`src/rtl/nrdiv_pkg.sv`:
```
package nrdiv_pkg;

    typedef enum logic [1:0] {
        ST_IDLE    = 2'd0,
        ST_ITER    = 2'd1,
        ST_CORRECT = 2'd2,
        ST_FINISH  = 2'd3
    } nrdiv_state_t;

endpackage

```
`src/rtl/nrdiv_addsub.sv`:
```
// Two's complement adder/subtractor: sum = a + b, or a - b when sub is set.
module nrdiv_addsub #(
    parameter int W = 10
) (
    input  logic [W-1:0] a,
    input  logic [W-1:0] b,
    input  logic         sub,
    output logic [W-1:0] sum
);
    always_comb begin
        sum = a + (b ^ {W{sub}}) + W'(sub);
    end
endmodule

```
`src/rtl/nrdiv_ctrl.sv`:
```
// Sequencer: idle, DW iterations, correction, completion pulse.
module nrdiv_ctrl
    import nrdiv_pkg::*;
#(
    parameter int DW = 8
) (
    input  logic clk,
    input  logic rst_n,
    input  logic start,
    input  logic bad_ops,
    output logic accept,
    output logic load,
    output logic step,
    output logic fix,
    output logic busy,
    output logic done
);
    localparam int CW = $clog2(DW + 1);
    localparam logic [CW-1:0] LAST = CW'(DW - 1);

    nrdiv_state_t st_q, st_d;
    logic [CW-1:0] cnt_q;
    logic          can_take;

    // next-state logic
    always_comb begin
        can_take = (st_q == ST_IDLE) || (st_q == ST_FINISH);
        st_d     = st_q;
        unique case (st_q)
            ST_IDLE, ST_FINISH: begin
                if (start) st_d = bad_ops ? ST_FINISH : ST_ITER;
                else       st_d = ST_IDLE;
            end
            ST_ITER: begin
                if (cnt_q == LAST) st_d = ST_CORRECT;
            end
            ST_CORRECT: st_d = ST_FINISH;
            default:    st_d = ST_IDLE;
        endcase
    end

    // state register
    always_ff @(posedge clk or negedge rst_n) begin
        if (!rst_n) st_q <= ST_IDLE;
        else        st_q <= st_d;
    end

    // iteration counter
    always_ff @(posedge clk or negedge rst_n) begin
        if (!rst_n)    cnt_q <= '0;
        else if (load) cnt_q <= '0;
        else if (step) cnt_q <= cnt_q + 1'b1;
    end

    // outputs
    always_comb begin
        accept = start && can_take;
        load   = accept && !bad_ops;
        step   = (st_q == ST_ITER);
        fix    = (st_q == ST_CORRECT);
        busy   = (st_q == ST_ITER) || (st_q == ST_CORRECT);
        done   = (st_q == ST_FINISH);
    end
endmodule

```
`src/rtl/nrdiv_datapath.sv`:
```
// Partial remainder, dividend low bits, quotient and error flag.
module nrdiv_datapath #(
    parameter int DW = 8
) (
    input  logic            clk,
    input  logic            rst_n,
    input  logic            accept,
    input  logic            load,
    input  logic            step,
    input  logic            fix,
    input  logic            bad_ops,
    input  logic [2*DW-1:0] dividend,
    input  logic [DW-1:0]   divisor,
    input  logic            divisor_neg,
    output logic [DW-1:0]   quotient,
    output logic [DW-1:0]   remainder,
    output logic            div_error
);
    localparam int RW = DW + 2;

    logic [RW-1:0] rem_q;
    logic [DW-1:0] low_q;
    logic [DW-1:0] quo_q;
    logic [DW-1:0] dvs_q;
    logic          sub_q;
    logic          err_q;

    logic [RW-1:0] shifted;
    logic [RW-1:0] dvs_ext;
    logic [RW-1:0] step_res;
    logic [RW-1:0] fix_res;
    logic          nonneg_new;
    logic          qbit;

    assign shifted = {rem_q[DW:0], low_q[DW-1]};
    assign dvs_ext = {2'b00, dvs_q};

    nrdiv_addsub #(.W(RW)) u_step_as (
        .a   (shifted),
        .b   (dvs_ext),
        .sub (sub_q),
        .sum (step_res)
    );

    nrdiv_addsub #(.W(RW)) u_fix_as (
        .a   (rem_q),
        .b   (dvs_ext),
        .sub (1'b0),
        .sum (fix_res)
    );

    // carry-sense: complement of the new remainder sign
    assign nonneg_new = ~step_res[RW-1];
    assign qbit       = divisor_neg ^ nonneg_new;

    always_ff @(posedge clk or negedge rst_n) begin
        if (!rst_n) begin
            rem_q <= '0;
            low_q <= '0;
            quo_q <= '0;
            dvs_q <= '0;
            sub_q <= 1'b0;
        end else if (load) begin
            rem_q <= {2'b00, dividend[2*DW-1:DW]};
            low_q <= dividend[DW-1:0];
            quo_q <= '0;
            dvs_q <= divisor;
            sub_q <= 1'b1;
        end else if (step) begin
            rem_q <= step_res;
            low_q <= {low_q[DW-2:0], 1'b0};
            quo_q <= {quo_q[DW-2:0], qbit};
            sub_q <= qbit;
        end else if (fix) begin
            if (rem_q[RW-1]) rem_q <= fix_res;
        end
    end

    always_ff @(posedge clk or negedge rst_n) begin
        if (!rst_n)      err_q <= 1'b0;
        else if (accept) err_q <= bad_ops;
    end

    assign quotient  = quo_q;
    assign remainder = rem_q[DW-1:0];
    assign div_error = err_q;
endmodule

```
`src/rtl/seq_nr_divider.sv`:
```
module seq_nr_divider #(
    parameter int DW = 8
) (
    input  logic            clk,
    input  logic            rst_n,
    input  logic            start,
    input  logic [2*DW-1:0] dividend,
    input  logic [DW-1:0]   divisor,
    input  logic            divisor_neg,
    output logic            busy,
    output logic            done,
    output logic [DW-1:0]   quotient,
    output logic [DW-1:0]   remainder,
    output logic            div_error
);
    logic accept, load, step, fix, bad_ops;

    // quotient cannot fit (also catches divisor zero)
    assign bad_ops = (dividend[2*DW-1:DW] >= divisor);

    nrdiv_ctrl #(.DW(DW)) u_ctrl (
        .clk     (clk),
        .rst_n   (rst_n),
        .start   (start),
        .bad_ops (bad_ops),
        .accept  (accept),
        .load    (load),
        .step    (step),
        .fix     (fix),
        .busy    (busy),
        .done    (done)
    );

    nrdiv_datapath #(.DW(DW)) u_dp (
        .clk         (clk),
        .rst_n       (rst_n),
        .accept      (accept),
        .load        (load),
        .step        (step),
        .fix         (fix),
        .bad_ops     (bad_ops),
        .dividend    (dividend),
        .divisor     (divisor),
        .divisor_neg (divisor_neg),
        .quotient    (quotient),
        .remainder   (remainder),
        .div_error   (div_error)
    );
endmodule

```
`config.mk`:
```
export PLATFORM = sky130hd
export DESIGN_NAME = seq_nr_divider
export DESIGN_NICKNAME = d
export VERILOG_FILES = /design/src/rtl/nrdiv_pkg.sv /design/src/rtl/nrdiv_addsub.sv /design/src/rtl/nrdiv_ctrl.sv /design/src/rtl/nrdiv_datapath.sv /design/src/rtl/seq_nr_divider.sv
export SDC_FILE = /design/constraint.sdc
export NUM_CORES = 1
export LEC_CHECK = 0
export ABC_AREA = 1
export BUFFER_PORTS_ARGS = -buffer_cell sky130_fd_sc_hd__clkbuf_2
export CAP_MARGIN = 20
export CORE_MARGIN = 5
export CORE_UTILIZATION = 40
export DETAILED_ROUTE_END_ITERATION = 8
export SETUP_SLACK_MARGIN = 0.02
export SLEW_MARGIN = 20
export SYNTH_ARGS = -nofsm -noshare
export SYNTH_HDL_FRONTEND = slang
export SYNTH_SLANG_ARGS = --single-unit
```
`constraint.sdc`:
```
create_clock -name clk -period 1.8 [get_ports clk]
set_input_delay 0.36 -clock clk [delete_from_list [all_inputs] [get_ports clk]]
set_output_delay 0.36 -clock clk [all_outputs]
set_load 0.02 [all_outputs]
```
**Yosys cells after proc, flatten, opt, wreduce, memory -nomap -nowiden**

Cells that the tools add are included.

- Multiplexer cells: 16
- Add/sub/neg operators: 4
- Eq/ne operators: 5
- Bitwise operators: 3
- Reduce and logical (&&, ||, !) cells: 11
- Magnitude comparators: 1

Operators with widths:

| cell | number |
|---|---|
| two-way mux 10 bit | 4 |
| two-way mux 8 bit | 4 |
| adder 10 x 1 -> 10 bit | 1 |
| adder 10 bit | 1 |
| adder 10 x 8 -> 10 bit | 1 |
| XOR 8 x 10 -> 10 bit | 1 |
| greater-or-equal comparator 8 bit | 1 |
| two-way mux 4 bit | 2 |
| two-way mux 2 bit | 3 |
| one-hot mux 2 bit (3 select lines) | 1 |
| nonzero test 3 bit | 2 |
| adder 4 x 1 -> 4 bit (second input constant) | 1 |
| == test 2 bit (second input constant) | 2 |
| == test 4 x 3 -> 1 bit (second input constant) | 1 |
| == test 2 x 1 -> 1 bit (second input constant) | 1 |
| logical AND 1 bit | 2 |
| logical NOT 2 bit | 1 |
| logical OR 1 bit | 2 |
| two-way mux 1 bit | 2 |
| inequality test 2 x 1 -> 1 bit (second input constant) | 1 |
| AND reduction 2 bit | 1 |
| nonzero test 2 bit | 1 |
| OR reduction 2 bit | 1 |
| logical NOT 1 bit | 1 |
| other kinds (2) | 2 |

- Output and inout bits: 19
- Word-level logic and storage cells: 49
- Register bits after elaboration: 42

**Logic depth before layout (Yosys ltp)**

- Word-level depth: 7
- Mapped depth: 16

**By module**

From an unflattened synthesis, not the netlist that was laid out.

- Cells, all modules: 500
- Area, all modules: 3520.9 um2

By module, submodules not included:

| module | area an instance (um2) | times used | cells each | sequential area each (um2) |
|---|---|---|---|---|
| nrdiv_datapath | 1729.2 | 1 | 216 | 900.9 |
| nrdiv_addsub (u_dp.u_step_as) | 599.3 | 1 | 102 | 0.0 |
| nrdiv_addsub (u_dp.u_fix_as) | 584.3 | 1 | 100 | 0.0 |
| nrdiv_ctrl | 392.9 | 1 | 47 | 150.1 |
| seq_nr_divider | 215.2 | 1 | 35 | 0.0 |

**Least setup slack after synthesis**

OpenSTA, ideal clock, no wires.

- Path kind: flip-flop to flip-flop
- Start: reg u_dp.sub_q
- End: reg u_dp.rem_q[6]
- Clock period less this slack: 1903 ps
- Data required time: 1683 ps
- Arrival time: 1786 ps
- Stages on the path, launching flop included: 14
- Setup slack: -103 ps
- Buffers on the path: 1
- Cells stage by stage: dfrtp_1 > buf_4 > xor2_1 > ha_1 > a21oi_1 > or2_2 > nand3_1 > nand2_1 > nand3_1 > nand2_1 > nand2_2 > nand2_1 > nand2_1 > nand2_1

- Word-level cells in the longest chain between the ends: 5

Ends and longest elaborated chain:

| element | RTL line | text |
|---|---|---|
| from (decl) | nrdiv_datapath.sv:25 | `logic sub_q;` |
| from (signal assigned) | nrdiv_datapath.sv:73 | `sub_q <= qbit;` |
| XOR 8 x 10 -> 10 bit | nrdiv_addsub.sv:11 | `sum = a + (b ^ {W{sub}}) + W'(sub);` |
| adder 10 bit | nrdiv_addsub.sv:11 |  |
| adder 10 x 1 -> 10 bit * | nrdiv_addsub.sv:11 |  |
| two-way mux 10 bit * | nrdiv_datapath.sv:69 | `end else if (step) begin` |
| two-way mux 10 bit * | nrdiv_datapath.sv:63 | `end else if (load) begin` |
| to (signal assigned) | nrdiv_datapath.sv:64 | `rem_q <= {2'b00, dividend[2*DW-1:DW]};` |
| to (signal assigned) | nrdiv_datapath.sv:70 | `rem_q <= step_res;` |
| to (signal assigned) | nrdiv_datapath.sv:75 | `if (rem_q[RW-1]) rem_q <= fix_res;` |
| to (decl) | nrdiv_datapath.sv:21 | `logic [RW-1:0] rem_q;` |

Mark *: on every way between the ends. The rest lies on a longest branch, timed or not.
A chain may end at the register's enable or synchronous reset.

**Worst setup path after layout**

- Start: reg u_dp.sub_q
- End: reg u_dp.quo_q[0], in the netlist u_dp.quotient[0]

- Word-level cells in the longest chain between the ends: 7

Ends and longest elaborated chain:

| element | RTL line | text |
|---|---|---|
| XOR 8 x 10 -> 10 bit | nrdiv_addsub.sv:11 |  |
| adder 10 bit | nrdiv_addsub.sv:11 |  |
| adder 10 x 1 -> 10 bit * | nrdiv_addsub.sv:11 |  |
| inverter 1 bit * | nrdiv_datapath.sv:53 | `assign nonneg_new = ~step_res[RW-1];` |
| XOR 1 bit * | nrdiv_datapath.sv:54 | `assign qbit = divisor_neg ^ nonneg_new;` |
| two-way mux 8 bit * | nrdiv_datapath.sv:69 |  |
| two-way mux 8 bit * | nrdiv_datapath.sv:63 |  |
| to (signal assigned) | nrdiv_datapath.sv:72 | `quo_q <= {quo_q[DW-2:0], qbit};` |
| to (decl) | nrdiv_datapath.sv:23 | `logic [DW-1:0] quo_q;` |

Mark *: on every way between the ends. The rest lies on a longest branch, timed or not. The select of a mux whose other input is x is not followed.

==> flow_summary.toml <==
[hold_path]
hold_path.class = "input port to asynchronous set/reset pin"

[setup_path]
crit_path_max_fanout = 6
cp.depth = 11
crit_slowest_cell = "dfrtp_2"
slowest_delay_ns = 0.48
critPathArrivalTime_ns = 2.34
r2r-start = "u_dp.sub_q"
r2r-end = "u_dp.quotient[0]"
crit_buf_inv = 1
cp_cell_sequence = "buf_6 -> xor2_1 -> ha_1 -> nand2_2 -> nor2_2 -> nand3_1 -> nand4_1 -> nand2_1 -> nand2_1 -> nand2_2 -> o21ai_1"
worstSetupEndpointType = "register"
ff2ff_path_depth = 11
crit_path_start = "u_dp.sub_q"
path_delay_family = "simple AND/OR/NAND/NOR gates"
path_class = "register to register"
critPathRequiredTime_ns = 2.04
crit_path_start_kind = "register"
critPathCapture = "u_dp.quotient[0]"
regToRegSetupSlack_ns = -0.29

[finish]
drive_gt1_share_pct = 35.2
finalInstanceArea_um2 = 4470
antennaDiodeCount = 0
nets = 617
area_growth_pct = 38.0
fill_cells = 736
final-instance-count-excl-fill = 662

[floorplan]
die_y_um = 100
dieArea_um2 = 10000
dieWidth_um = 100
start_util_pct = 41.5
row_count = 32
core_area_um2 = 7810
ioPinCount = 47

[timing]
grt_setup_unrepaired = "true"
clock_skew_ns = 0.0121
finalSetupTns_ns = -2.69
finalSetupViolCount = 11
timing.final.crit_share_pct = 116
hold_viol = 0
final-max-slew-violation-count = 0
worst_pin_slew_ns = 0.515
final.min_clock_period_ns = 2.09
max_freq_ghz = 0.478
setup_ws_ns = -0.294
maxSlewHeadroom_pct = 65.7

[clock_network]
cts_buffer_depth = 2
clockRootBuffer = "clkbuf_8"
cts_made_buffers = 5
cts_sinks = 42
worstSkewPairLatency_ns = 0.31
cts_tree = "yes"
htreeDepth = 2
clkSlewWorstSetupHoldPaths_ns = 0.10
holdBufCountCts = 0

[yosys]
yosys_warnings = 0
syn_area_per_cell_um2 = 7.35
ys_seq_area_share_pct = 32.4
yosysUniqueCellTypes = 35
syn_nets = 499
syn-instance-count = 441
syn_area_um2 = 3240
ys_seq_elements = 42

[pwr]
leakage_nw = 2.40
p_total_mw = 8.91
ir_worst_vdd_uv = 993
cellPowerDensity_nw_per_um2 = 1990

[grt]
grt_pass1_vias = 3222
grt_usage_pct = 19.5
grt-ovfl-total = 0
antenna_found_initial = 0
grt_max_degree = 27
grt_pass1_wl_mm = 15.6

[placed_design]
place_ws_ns = -0.387
place_congestion = 0.892
io_buffers = 46
placed_cell_area_um2 = 4080
dp.cells = 646
dp_hpwl_mm = 7.23

[status]
status = "complete, but fails checks"
violations = "setup timing"

[routing]
drc = 0
dr_total_vias = 3239
drt_first_pass_iters = 4
ant_nets = 0
drt-total-wl_mm = 9.18
routedWlPerCell_um = 13.9
viasPerCell = 4.89
drt-initial-drc-count = 118

[job]
max_cap_viol_count = 0
==> registers in the layout (all words and copies together) (netlist names) <==
register / flops
u_ctrl.cnt_q: 4
u_ctrl.st_q: 2
u_dp.div_error: 1
u_dp.dvs_q: 8
u_dp.low_q: 8
u_dp.quotient: 8
u_dp.rem_q: 10
u_dp.sub_q: 1
==> layout make-up <==
cell class	count	area [µm²]	share of cell area, %
clock buffer	5	68.8	1.54
tap	102	128	2.85
sequential	42	1050	23.5
clock inverter	3	45.0	1.01
timing repair buffer	126	930	20.8
inverter	58	223	4.98
multi-input combinational	326	2030	45.3
==> Yosys cell counts (all sizes together) <==
cell    number  share of area (%)
nand2      153                 19
inv         58                6.9
dfrtp       42                 32
nand3       35                5.6
o21ai       29                4.6
ha          28                 11
nor2        24                3.0
a21oi       17                2.6
buf         15                4.2
xor2        10                2.7
nand4        7                2.0
o22ai        5               0.97
xnor2        4                1.1
o21bai       3               0.69
fa           2                1.2
nand3b       2               0.46
o211ai       2               0.46
a22oi        1               0.23
a31oi        1               0.19
and2         1               0.27
o21a         1               0.27
or2          1               0.19
==> kinds of logic after synthesis <==
| kind of cell | synth area share (%) |
|---|---|
| buffers and inverters | 11.1 |
| flip-flops | 32.4 |
| AND/OR/NAND/NOR | 30.6 |
| adder cells (fa/ha/maj) | 12.0 |
| AO/OA/AOI/OAI | 10.0 |
| XOR/XNOR | 3.78 |
==> through the flow <==
| step | util, % | hold WS [ns] |
|---|---|---|
| after global routing | 57.3 | 0.0563 |
| after detailed placement | 52.3 | 0.359 |
| after floorplan | - | 0.0644 |
| final | 57.3 | 0.0100 |
| after CTS | 55.3 | 0.0211 |
| after global placement | 52.3 | 0.357 |
==> where the power goes <==
group / switching, mW / internal [mW]
registers: 0.335 / 1.32
logic: 3.54 / 2.93
clock network: 0.377 / 0.413
==> what timing repair did <==
action | 4_1_cts | 5_1_grt
buffers inserted | 3 | 5
pin swaps | 18 | 28
endpoints found under the setup margin | 12 | 23
cloned | 0 | 0
resized for setup | 29 | 26
==> cell usage in the layout (no fill, tap or decap), drive strengths merged <==
| cell type | synthesis | routed |
|---|---|---|
| nand2 | 153 | 153 |
| nor2 | 24 | 24 |
| clkinvlp | 0 | 2 |
| nand3 | 35 | 35 |
| and2 | 1 | 1 |
| or2 | 1 | 1 |
| fa | 2 | 2 |
| bufinv | 0 | 1 |
| nand4 | 7 | 7 |
| inv | 58 | 58 |
| ha | 28 | 28 |
| o21ai | 29 | 29 |
| xor2 | 10 | 10 |
| o211ai | 2 | 2 |
| buf | 15 | 80 |
| nand3b | 2 | 2 |
| o22ai | 5 | 5 |
| o21a | 1 | 1 |
| xnor2 | 4 | 4 |
| a31oi | 1 | 1 |
| o21bai | 3 | 3 |
| a22oi | 1 | 1 |
| clkbuf | 0 | 51 |
| a21oi | 17 | 17 |
| dfrtp | 42 | 42 |
==> layer usage <==
metal  vias to the layer above  wire [µm]  track usage, %
met5                         -          0               0
li1                       1646          -               -
met3                        13        513            3.82
met4                         0        137            5.18
met2                        72       4380            31.7
met1                      1508       4140            26.7
==> worst min path at each step <==
stage	end	slack, ns	cells after the start
4_1_cts	u_dp.rem_q[8]	0.02	1
2_1_floorplan	u_ctrl.cnt_q[0]	0.06	0
3_3_place_gp	u_dp.div_error	0.36	1
6_report	u_dp.rem_q[8]	0.01	1
5_1_grt	u_dp.rem_q[1]	0.06	1
3_5_place_dp	u_ctrl.st_q[1]	0.36	1
No activity file was read; power rests on OpenSTA's default activity.
